===== src/rtl/gpio_event_port.sv =====
module gpio_event_port #(
  parameter int PINS = 8,
  parameter int DBW  = 16,
  parameter int DW   = 32,
  parameter int AW   = 9
) (
  input  logic            clk,
  input  logic            rst_n,
  input  logic [AW-1:0]   bus_addr,
  input  logic            bus_wr,
  input  logic [DW-1:0]   bus_wdata,
  output logic [DW-1:0]   bus_rdata,
  input  logic [PINS-1:0] pad_in,
  output logic [PINS-1:0] pad_out,
  output logic [PINS-1:0] pad_oe,
  output logic            irq
);
  localparam int WSH = 5;
  localparam int PB  = AW - 1 - WSH;
  localparam logic [WSH-1:0] O_CFG = 5'h00, O_TH = 5'h04, O_IN = 5'h08,
                             O_FLT = 5'h0C, O_OUT = 5'h10;
  localparam logic [WSH-1:0] O_CLR = 5'h14;

  logic [7:0]      cfg [PINS];
  logic [DBW-1:0]  th  [PINS];
  logic [DBW-1:0]  cnt [PINS];
  logic [PINS-1:0] flt, oval, s1, s2, filt, filt_d, stat, ev, clr;
  logic [PINS-1:0] en_v, dir_v, ien_v, armed_v;
  logic [DW-1:0]   rd_n;

  wire          win  = !bus_addr[AW-1];
  wire [PB-1:0] psel = bus_addr[AW-2:WSH];
  wire [WSH-1:0] off = bus_addr[WSH-1:0];

  always_comb begin
    for (int i = 0; i < PINS; i++) begin
      en_v[i]    = cfg[i][0];
      dir_v[i]   = cfg[i][1];
      ien_v[i]   = cfg[i][6];
      armed_v[i] = cfg[i][0] && (cfg[i][3:2] != 2'd0);
      clr[i]     = bus_wr && win && (psel == PB'(i)) && (off == O_CLR) && bus_wdata[0];
      case (cfg[i][3:2])
        2'd1:    ev[i] = (filt[i] == cfg[i][4]);
        2'd2:    ev[i] = cfg[i][4] ? (filt[i] & ~filt_d[i]) : (~filt[i] & filt_d[i]);
        2'd3:    ev[i] = filt[i] ^ filt_d[i];
        default: ev[i] = 1'b0;
      endcase
      ev[i] = ev[i] & cfg[i][0];
    end
  end

  always_comb begin
    rd_n = '0;
    if (win) begin
      case (off)
        O_CFG:   rd_n[7:0]     = cfg[psel];
        O_TH:    rd_n[DBW-1:0] = th[psel];
        O_IN:    rd_n[0]       = s2[psel];
        O_FLT:   rd_n[0]       = flt[psel];
        O_OUT:   rd_n[0]       = oval[psel];
        default: rd_n          = '0;
      endcase
    end else if (bus_addr[AW-2:0] == '0) begin
      rd_n[PINS-1:0] = stat;
    end
  end

  always_ff @(posedge clk) begin
    if (!rst_n) begin
      s1 <= '0; s2 <= '0; filt <= '0; filt_d <= '0; stat <= '0;
      flt <= '0; oval <= '0; bus_rdata <= '0;
      for (int i = 0; i < PINS; i++) begin
        cfg[i] <= '0; th[i] <= '0; cnt[i] <= '0;
      end
    end else begin
      s1        <= pad_in;
      s2        <= s1;
      filt_d    <= filt;
      stat      <= ev | (stat & ~clr);
      bus_rdata <= rd_n;
      for (int i = 0; i < PINS; i++) begin
        if (s2[i] == filt[i]) begin
          cnt[i] <= '0;
        end else if (!cfg[i][5] || (th[i] == '0) ||
                     (({1'b0, cnt[i]} + 1'b1) >= {1'b0, th[i]})) begin
          filt[i] <= s2[i];
          cnt[i]  <= '0;
        end else begin
          cnt[i] <= cnt[i] + 1'b1;
        end
        if (bus_wr && win && (psel == PB'(i))) begin
          case (off)
            O_CFG:   cfg[i]  <= bus_wdata[7:0];
            O_TH:    th[i]   <= bus_wdata[DBW-1:0];
            O_FLT:   flt[i]  <= bus_wdata[0];
            O_OUT:   oval[i] <= bus_wdata[0];
            default: ;
          endcase
        end
      end
    end
  end

  assign pad_out = oval;
  assign pad_oe  = en_v & dir_v & ~flt;
  assign irq     = |(stat & en_v & ien_v);
endmodule


===== config.mk =====
export PLATFORM = sky130hd
export DESIGN_NAME = gpio_event_port
export DESIGN_NICKNAME = d
export VERILOG_FILES = /design/src/rtl/gpio_event_port.sv
export SDC_FILE = /design/constraint.sdc
export NUM_CORES = 1
export LEC_CHECK = 0
export ABC_AREA = 1
export BUFFER_PORTS_ARGS = -buffer_cell sky130_fd_sc_hd__buf_2
export CAP_MARGIN = 10
export CORE_UTILIZATION = 40
export CTS_BUF_LIST = sky130_fd_sc_hd__clkbuf_16
export DETAILED_ROUTE_END_ITERATION = 8
export GPL_ROUTABILITY_DRIVEN = 1
export PLACE_DENSITY_LB_ADDON = 0.25
export SYNTH_ARGS = -nofsm -noshare
export SYNTH_HDL_FRONTEND = slang
export SYNTH_SLANG_ARGS = --single-unit

===== constraint.sdc =====
create_clock -name clk -period 3.45 [get_ports clk]
set_input_delay 0 -clock clk [delete_from_list [all_inputs] [get_ports clk]]
set_output_delay 0 -clock clk [all_outputs]
set_load 0.1 [all_outputs]

==> metrics.csv <==
metric,value,unit
status,completed,
worstSetupStartpointType,flop,
clk_pin_slew_worst_paths,0.06,ns
post_drt_wl_per_cell,17.85,µm
cap_violations,0,
antenna_found_initial,2,
synthCells,2637,
die_w,240.6,µm
holdWs,0.08682,ns
htree_levels,2,
cts_tree,done,
leakagePower,12.03,nW
pwr-share-seq,0.488,
cts_sinks,392,
grtUsageTotal,0.2248,
muxShareOfSynthArea,0,
grt_pass1_vias,18020,
insertion_delay,0.60,ns
synth_top_area_share,0.4220,
die-height,240.6,µm
path_class,reg -> reg,
hold_violations,0,
dr.pass1.iters,8,
final_cell_mix,"inv_1, nand2_1, nor2_1",
ir_worst_vdd,0.3976,mV
numCtsBuffers,43,
fp.coreArea,56280,µm²
worstPathRequired,3.90,ns
pwr-share-comb,0.124,
min_period,3.182,ns
yosys.area.top_type,edfxtp_1,
internal_power,8.155,mW
async_flop_share,0,
synth-main-ff-cell,edfxtp_1,
synth_cell_types,65,
worstPathArrival,3.63,ns
crit_path_end_kind,flop,
ys_seq_elements,392,
layout_commonest_cell,inv_1,
p_sw,3.180,mW
slew_violations,0,
hpwlAfterDp,47550,µm
synth_area_leaders,"edfxtp_1, ha_1, inv_1, nand2_1, nor2_1",
place_congestion,0.9027,
areaGrowthSynthToFinish,14.92,%
initial_core_util,0.4046,
wirelength,65430,µm
cts-root-buf,clkbuf_16,
period_share,0.9225,
ant_nets,0,
io_pins,101,
grt_overflow,0,
synthSimpleGateAreaFrac,0.2197,
hold_class,in -> reg,
grt_max_degree,38,
fillCellCount,5502,
relSlewSlack,0.2970,
std_cell_rows,87,
critPathMaxFanout,16,
drive_above_1_share,0.09213,
synthXorXnorAreaFrac,0.03269,
port_buffers,68,
ys_seq_area_frac,0.4853,
drcViolationCount,0,
via_per_inst,5.101,
vias,18700,
synth-adder-area-share,0.08352,
synth_compound_area_frac,0.07929,
clockBufferDepth,3,
grt_pass1_wl,99500,µm
power.total,11.33,mW
diodes,0,
nNetsFinal,3080,
p_sw_frac,0.2806,
power-per-cell-area,433.2,nW/µm²
synth_top_family_by_area,simple AND/OR/NAND/NOR gates,
finalClockSkew,0.02188,ns
worst_slew_pin_slew,1.052,ns
synth_area,22770,µm²
synth-edff-count,320,
avgSynthCellArea,8.635,µm²
max_freq,0.3142,GHz
yosysWarnings,0,
drtIter0Drc,1651,
setup_viol,0,
die_area,57880,µm²
p_clk_frac,0.389,
## repair_timing
| action | CTS | global route |
|---|---|---|
| hold buffers | 24 | 0 |
| resized for setup | 0 | 46 |
| setup buffers | 0 | 6 |
| endpoints found under the hold margin | 80 | 0 |
| endpoints found under the setup margin | 0 | 129 |
## final timing paths
| kind | cells after the start | slack, ns | to | from |
|---|---|---|---|---|
| max reg2reg | 20 | 0.27 | cnt[0][17] | cnt[0][17] |
| min reg2reg | 2 | 0.42 | s2[4] | s1[4] |
| min | 3 | 0.09 | th[1][13] | bus_wdata[13] |
| max | 20 | 0.27 | cnt[0][17] | cnt[0][17] |
## logic make-up after synthesis
family | after synthesis
AOI/OAI and AO/OA | 295
xor gates and xnor gates | 85
adders and majority gates | 152
buffers and inverters | 553
DFF | 392
other | 2
and+or+nand+nor | 1158
## metal layers
layer	up-vias	part of all wire	wire length, µm	global-route usage
li1	9041	-	-	-
met2	692	0.44	28980	0.3539
met3	125	0.069	4535	0.03203
met1	8835	0.45	29640	0.3110
met4	2	0.034	2255	0.09014
met5	-	0.00020	13	0
## power by group through the flow
stage / clock, mW / sequential (mW) / combinational (mW)
final: 4.40 / 5.53 / 1.40
after floorplan: 0 / 5.57 / 0.937
after CTS: 4.45 / 5.52 / 1.34
after global placement: 0 / 5.61 / 1.28
after global routing: 4.63 / 5.56 / 1.54
after detailed placement: 0 / 5.62 / 1.32
## metrics by stage
step / instance area (µm²) / TNS [ns] / util / instances / setup WS [ns]
after floorplan: 23300 / 0 / - / 2779 / 0.4417
after global placement: 24320 / 0 / 0.4321 / 3551 / 0.1742
after detailed placement: 24320 / 0 / 0.4321 / 3551 / 0.09214
after CTS: 25860 / 0 / 0.4595 / 3653 / 0.05391
after global routing: 26170 / -0.04569 / 0.4650 / 3665 / -0.01868
final: 26170 / 0 / 0.4650 / 3665 / 0.2675
## synth_stat cells, types with 10 or more instances
library cell and number:
xor2_1 75, o221ai_1 11, nand2_1 446, ha_1 152
o22ai_1 28, nand4_1 53, inv_1 464, buf_2 18
nor2_1 434, inv_2 12, a31oi_1 10, nand3_1 110
nor2_2 16, nor4_1 21, a21oi_1 96, edfxtp_1 320
nor3_1 27, buf_4 24, xnor2_1 10, o21ai_0 75
clkbuf_1 21, dfxtp_1 72, o31ai_1 13
## registers in the layout, indices dropped and copies added, names as in the netlist
signal,count
bus_rdata,16
cfg,64
filt,8
stat,8
pad_out,8
s1,8
filt_d,8
flt,8
th,128
s2,8
cnt,128
## final cells by class
type	instances	area [µm²]	area share
Timing Repair Buffer	123	832.0	0.03180
Clock buffer	43	1076	0.04112
Inverter	477	1793	0.06852
Multi-Input combinational cell	1839	10250	0.3917
Clock inverter	35	221.5	0.008463
Tap cell	756	945.9	0.03615
Sequential cell	392	11050	0.4223
## worst max-delay path, stage by stage, from the launching register on
cell and delay (ns):
edfxtp_1 0.35, ha_1 0.19, nand2_1 0.07, nor2_2 0.12, nand3_1 0.12, nor2_2 0.19, nand2_1 0.12, nor3b_2 0.25
xor2_1 0.22, inv_1 0.07, ha_1 0.29, a21oi_1 0.13, o21ai_0 0.12, a21oi_1 0.15, nand2_1 0.07, nand2_1 0.06
nand2_1 0.05, nand2_1 0.09, nand3_1 0.12, buf_12 0.18, nor2_1 0.10
No activity file was read; power rests on OpenSTA's default activity.
